### src/rtl/fcg_pkg.sv
package fcg_pkg;
  localparam int unsigned REG_W   = 8;
  localparam int unsigned ERR_N   = 3;
  localparam int unsigned ERR_LSB = 4;
  localparam int unsigned B_IDLE  = 7;
  localparam int unsigned B_COL   = 6;
  localparam int unsigned B_ACC   = 5;
  localparam int unsigned B_PROT  = 4;
  localparam int unsigned B_EXEC  = 0;
endpackage

### src/rtl/fcg_err_flag.sv
module fcg_err_flag (
  input  logic clk,
  input  logic rst_n,
  input  logic set_i,
  input  logic clr_i,
  output logic flag_o
);
  logic flag_d;
  logic flag_en;

  assign flag_en = set_i | clr_i;

  // set has priority over a clear in the same cycle
  always_comb begin
    flag_d = flag_o;
    if (clr_i) flag_d = 1'b0;
    if (set_i) flag_d = 1'b1;
  end

  always_ff @(posedge clk or negedge rst_n) begin
    if (!rst_n)       flag_o <= 1'b0;
    else if (flag_en) flag_o <= flag_d;
  end
endmodule

### src/rtl/fcg_cmd_ctrl.sv
module fcg_cmd_ctrl (
  input  logic clk,
  input  logic rst_n,
  input  logic wr_i,
  input  logic wr_go_i,
  input  logic err_any_i,
  input  logic done_i,
  input  logic exec_err_i,
  input  logic boot_err_i,
  output logic idle_o,
  output logic exec_o,
  output logic launch_o
);
  logic idle_d, exec_d;
  logic idle_en, exec_en;
  logic finish;

  assign launch_o = wr_i & wr_go_i & idle_o & ~err_any_i;
  assign finish   = done_i & ~idle_o;

  always_comb begin
    idle_d = idle_o;
    if (launch_o)    idle_d = 1'b0;
    else if (finish) idle_d = 1'b1;
    idle_en = launch_o | finish;
  end

  always_comb begin
    exec_d = exec_o;
    if (launch_o)    exec_d = 1'b0;
    else if (finish) exec_d = exec_err_i;
    if (boot_err_i)  exec_d = 1'b1;
    exec_en = launch_o | finish | boot_err_i;
  end

  always_ff @(posedge clk or negedge rst_n) begin
    if (!rst_n)       idle_o <= 1'b1;
    else if (idle_en) idle_o <= idle_d;
  end

  always_ff @(posedge clk or negedge rst_n) begin
    if (!rst_n)       exec_o <= 1'b0;
    else if (exec_en) exec_o <= exec_d;
  end
endmodule

### src/rtl/fcg_status_gate.sv
module fcg_status_gate
  import fcg_pkg::*;
(
  input  logic             clk,
  input  logic             rst_n,
  input  logic             reg_wr,
  input  logic [REG_W-1:0] reg_wdata,
  output logic [REG_W-1:0] reg_rdata,
  input  logic             eng_acc_err,
  input  logic             eng_prot_err,
  input  logic             eng_done,
  input  logic             eng_exec_err,
  input  logic             boot_err,
  output logic             cmd_launch,
  output logic             cmd_idle
);
  logic [ERR_N-1:0] err_set, err_clr, err_q;
  logic             idle_q, exec_q;
  logic             clr_ok;

  assign clr_ok  = reg_wr & idle_q;
  assign err_set = {reg_wr & ~idle_q, eng_acc_err, eng_prot_err};
  assign err_clr = {ERR_N{clr_ok}} & reg_wdata[ERR_LSB +: ERR_N];

  for (genvar i = 0; i < ERR_N; i++) begin : g_err
    fcg_err_flag u_flag (
      .clk    (clk),
      .rst_n  (rst_n),
      .set_i  (err_set[i]),
      .clr_i  (err_clr[i]),
      .flag_o (err_q[i])
    );
  end

  fcg_cmd_ctrl u_ctrl (
    .clk        (clk),
    .rst_n      (rst_n),
    .wr_i       (reg_wr),
    .wr_go_i    (reg_wdata[B_IDLE]),
    .err_any_i  (|err_q),
    .done_i     (eng_done),
    .exec_err_i (eng_exec_err),
    .boot_err_i (boot_err),
    .idle_o     (idle_q),
    .exec_o     (exec_q),
    .launch_o   (cmd_launch)
  );

  always_comb begin
    reg_rdata                         = '0;
    reg_rdata[B_IDLE]                 = idle_q;
    reg_rdata[ERR_LSB +: ERR_N]       = err_q;
    reg_rdata[B_EXEC]                 = exec_q;
  end

  assign cmd_idle = idle_q;
endmodule

### config.mk
export PLATFORM = sky130hd
export DESIGN_NAME = fcg_status_gate
export DESIGN_NICKNAME = d
export VERILOG_FILES = /design/src/rtl/fcg_pkg.sv /design/src/rtl/fcg_err_flag.sv /design/src/rtl/fcg_cmd_ctrl.sv /design/src/rtl/fcg_status_gate.sv
export SDC_FILE = /design/constraint.sdc
export NUM_CORES = 1
export LEC_CHECK = 0
export BUFFER_PORTS_ARGS = -buffer_cell sky130_fd_sc_hd__buf_2
export CORE_AREA = 2 2 39 41
export CTS_BUF_LIST = sky130_fd_sc_hd__clkbuf_8
export CTS_CLUSTER_DIAMETER = 40
export CTS_CLUSTER_SIZE = 40
export DETAILED_ROUTE_END_ITERATION = 12
export DIE_AREA = 0 0 41 43
export GPL_TIMING_DRIVEN = 1
export PLACE_DENSITY = 0.54
export SLEW_MARGIN = 20
export SYNTH_ARGS = -nofsm -noshare
export SYNTH_HDL_FRONTEND = slang
export SYNTH_HIERARCHICAL = 1
export SYNTH_SLANG_ARGS = --single-unit
### constraint.sdc
create_clock -name clk -period 2.65 [get_ports clk]
set_input_delay 0.3975 -clock clk [delete_from_list [all_inputs] [get_ports clk]]
set_output_delay 0.3975 -clock clk [all_outputs]
set_load 0.02 [all_outputs]
Yosys cells after proc, flatten, opt, wreduce, memory -nomap -nowiden

Cells that the tools add are included.

Bitwise operators: 14
Muxes and demuxes: 11
Reduce and logical (&&, ||, !) cells: 11

Operator list:

| cell                | number |
|---|---|
| 2-to-1 mux 1 bit    | 11 |
| AND reduction 2 bit | 5 |
| nonzero test 2 bit  | 4 |
| bitwise AND 1 bit   | 6 |
| bitwise OR 1 bit    | 5 |
| bitwise AND 3 bit   | 1 |
| nonzero test 3 bit  | 1 |
| OR reduction 3 bit  | 1 |
| inverter 1 bit      | 2 |

Input port bits: 16
Register bits after elaboration: 5
Output and inout port bits: 10
Logic and storage cells: 41

Longest topological paths before layout

Depth in word-level cells: 6
Gate-level depth with buffers: 3

Modules after synthesis

The synthesis kept the hierarchy.

By module, submodules not included:

| module          | sequential area each (µm²) | cells each | times used | area an instance (µm²) |
|---|---|---|---|---|
| fcg_cmd_ctrl    | 51.3                       | 10         | 1          | 111.4 |
| fcg_err_flag    | 25.0                       | 3          | 3          | 36.3 |
| fcg_status_gate | 0.0                        | 11         | 1          | 72.6 |

Least setup slack after synthesis

OpenSTA, ideal clock, no wires.

Path kind: register to output
Start: register g_err[1].u_flag.flag_o
End: output port cmd_launch
Required time: 2.253 ns
Setup slack: 1.061 ns
Stages on the path, launching flop included: 3
Buffers on the path: 0
Arrival: 1.191 ns
Cells stage by stage: dfrtp_1 > or3_1 > and4b_4

Word-level cells in the longest chain between the ends: 3

RTL lines:

| element                | line                  | RTL |
|---|---|---|
| from (decl)            | fcg_err_flag.sv:6     | `output logic flag_o` |
| from (signal assigned) | fcg_err_flag.sv:22    | `else if (flag_en) flag_o <= flag_d;` |
| OR reduction 3 bit     | fcg_status_gate.sv:40 | `.err_any_i (\|err_q),` |
| inverter 1 bit         | fcg_cmd_ctrl.sv:18    | `assign launch_o = wr_i & wr_go_i & idle_o & ~err_any_i;` |
| bitwise AND 1 bit      | fcg_cmd_ctrl.sv:18    |  |
| to (decl)              | fcg_status_gate.sv:14 | `output logic cmd_launch,` |

Every way passes these cells.

Worst setup path after layout

Same ends and word-level chain as after synthesis.

==> impl_metrics.env <==
export IMPL_crit_chain="or3_1, and4b_4, buf_2"
export IMPL_synth_top_cell_by_area="dfrtp_1"
export IMPL_fill_cells=160
export IMPL_avgViaCountPerCell=3.758
export IMPL_max_freq_mhz=540.7
export IMPL_start_util_pct=21.16
export IMPL_setup_ws_ns=0.8004
export IMPL_cts_sinks=5
export IMPL_grt_pass1_wl_um=883
export IMPL_clkTransAtPathRegs_ns=0.03
export IMPL_wl_per_cell_um=8.606
export IMPL_gp_congestion=0.6502
export IMPL_hold_viol=0
export IMPL_cts_buffers=3
export IMPL_crit_family="simple AND/OR/NAND/NOR gates"
export IMPL_rr_startpoint="g_err[1].u_flag/flag_o"
export IMPL_synth_top_area_share_pct=34.19
export IMPL_synthTopCellsByArea="dfrtp_1 34%, buf_4 13%, dfstp_2 9.0%, a21o_1 7.7%, and3_1 6.4%"
export IMPL_cp_start_kind="flip-flop"
export IMPL_synth_cell_area_sq_um=292.8
export IMPL_track_usage_pct=7.568
export IMPL_htreeDepth=1
export IMPL_antenna_found_initial=0
export IMPL_num_rows=14
export IMPL_synthAdderAreaFrac_pct=0
export IMPL_die_y_um=43
export IMPL_cts_root_buf="clkbuf_8"
export IMPL_end_kind="output pin"
export IMPL_critical_path_max_stage_delay_ns=0.37
export IMPL_rr_endpoint="u_ctrl/exec_o"
export IMPL_crit_slowest_cell="dfrtp_1"
export IMPL_hp_start="eng_prot_err"
export IMPL_pwr_density_cell_nw_per_um2=575.9
export IMPL_gr_total_overflow=0
export IMPL_required_ns=2.25
export IMPL_status="complete, no violations"
export IMPL_die_area_sq_um=1763
export IMPL_rsz0062_at_grt="false"
export IMPL_grt_pass1_vias=236
export IMPL_crit_type="reg -> out"
export IMPL_avgSynthCellArea_sq_um=9.759
export IMPL_dieWidth_um=41
export IMPL_drive_gt1_share_pct=48.00
export IMPL_grt_max_degree=11
export IMPL_synth_seq_area_share_pct=43.16
export IMPL_core_area_sq_um=1384
export IMPL_fin_setup_tns_ns=0
export IMPL_final_seq_area_sq_um=126.4
export IMPL_timing_critical_path_buf_inv=1
export IMPL_dp_hpwl_um=495.3
export IMPL_synthTopCellsByCount="5 x buf_4, 5 x inv_1, 4 x dfrtp_1, 3 x a21o_1, 3 x and3_1"
export IMPL_layoutNonFillerInstCount=66
export IMPL_post_cts_buffers=0
export IMPL_worstRegToRegCells=3
export IMPL_clockBufferDepth=2
export IMPL_port_buffers=18
export IMPL_synthXorXnorAreaFrac_pct=0
export IMPL_routed_wl_um=568
export IMPL_first_iter_violations=3
export IMPL_clk_latency_ns=0.21
export IMPL_min_period_over_period_pct=69.79
export IMPL_synth_edff_count=0
export IMPL_synth_compound_area_share_pct=13.25
export IMPL_holdPathEnd="g_err[0].u_flag/flag_o"
export IMPL_ios=26
export IMPL_synth_top_family_by_area="simple AND/OR/NAND/NOR gates"
export IMPL_muxShareOfSynthArea_pct=0
export IMPL_multi_input_area_sq_um=117.6
export IMPL_power_mw=0.2464
export IMPL_r2r_setup_slack_ns=1.34
export IMPL_drv_slew=0
export IMPL_synth_main_ff_cell="dfrtp_1"
export IMPL_critical_path_max_fanout=3
export IMPL_yosys_area_share_simple_pct=23.08
export IMPL_hold_buffers=1
export IMPL_tritoncts="done"
export IMPL_cts_resized_gates=0
export IMPL_ys_ff_latch=5
export IMPL_dp_cells=61
export IMPL_async_flop_share_pct=100.0
export IMPL_irDropWorstVdd_uv=319.0
export IMPL_clock_skew_ns=0.0007662
export IMPL_ys_types=14
export IMPL_setup_viol=0
export IMPL_arrival_ns=1.45
export IMPL_pre_cts_ws_ns=1.014
export IMPL_worstHoldPathType="in -> reg"
export IMPL_yosysWarnings=6
export IMPL_p_leak_nw=0.2368
export IMPL_netlist_instances=30
export IMPL_hold_path_depth=2
export IMPL_drcViolationCount=0
export IMPL_period_minus_slack_ns=1.850
export IMPL_num_vias=248
export IMPL_max_cap_viol_count=0
export IMPL_drtPass1Iterations=2
export IMPL_diodes=0
export IMPL_drtAntennaViolNets=0
export IMPL_nets=67
export IMPL_syn2layout_area_growth_pct=46.15
-- sequential cells by signal, indices dropped and copies added, names as in the netlist --
register             flops
g_err.u_flag/flag_o      3
u_ctrl/exec_o            1
u_ctrl/idle_o            1
-- cell type report --
class | instances | area share, %
inverter | 5 | 4.386
tap | 16 | 4.678
timing repair buffer | 19 | 23.39
sequential | 5 | 29.53
multi-input combinational | 17 | 27.49
clock inverter | 1 | 0.8772
clock buffer | 3 | 9.649
-- per-layer routing --
layer / routed length [um] / part of all wire [%] / vias to the layer above / track usage [%]
li1: - / - / 129 / -
met1: 238 / 42 / 110 / 8.824
met2: 282 / 50 / 9 / 11.25
met3: 47 / 8.3 / 0 / 3.141
met4: 0 / 0 / 0 / 4.000
met5: 0 / 0 / - / 0
-- power by group --
group	switching, mW	internal (mW)
sequential	0.00255	0.0805
combinational	0.0169	0.0140
clock	0.0336	0.0990
total	0.0530	0.193
-- worst max-delay path by stage --
stage | slack, ns | cells past startpoint | endpoint | startpoint
2_1_floorplan | 1.06 | 2 | cmd_launch | g_err[1].u_flag/flag_o
3_3_place_gp | 1.02 | 3 | cmd_launch | g_err[1].u_flag/flag_o
3_5_place_dp | 1.01 | 3 | cmd_launch | g_err[1].u_flag/flag_o
4_1_cts | 0.78 | 3 | cmd_launch | g_err[1].u_flag/flag_o
5_1_grt | 0.76 | 3 | cmd_launch | g_err[1].u_flag/flag_o
6_report | 0.80 | 3 | cmd_launch | g_err[1].u_flag/flag_o
-- layout by cell type, fill, tap and decap left out, types with 2 or more instances in the layout --
| master | synthesis | routed |
|---|---|---|
| buf_2 | 0 | 18 |
| a21o_1 | 3 | 3 |
| clkbuf_8 | 0 | 3 |
| inv_1 | 5 | 6 |
| conb_1 | 1 | 3 |
| nor2_1 | 2 | 2 |
| dfrtp_1 | 4 | 4 |
| and3_1 | 3 | 3 |
-- cell families (layout without fill, tap and decap cells) --
kind of cell,after synthesis,count (layout)
AO/OA/AOI/OAI,4,4
buffers and inverters,10,28
flip-flops,5,5
other,1,3
AND/OR/NAND/NOR,10,10
-- worst reg2reg max path: cells and delay by family (launching register included) --
family | cells | cell delay (ns)
and+or+nand+nor | 2 | 0.70
AOI/OAI and AO/OA | 1 | 0.11
DFF | 1 | 0.37
-- through the flow --
stage / instance area [sq um] / hold WS, ns / utilization, %
floorplan: 300.3 / 0.1019 / -
global placement: 372.9 / 0.2182 / 26.94
detailed placement: 372.9 / 0.2200 / 26.94
CTS: 427.9 / 0.3560 / 30.92
global route: 427.9 / 0.3659 / 30.92
finish: 427.9 / 0.3575 / 30.92
(Power assumes the default switching activity.)
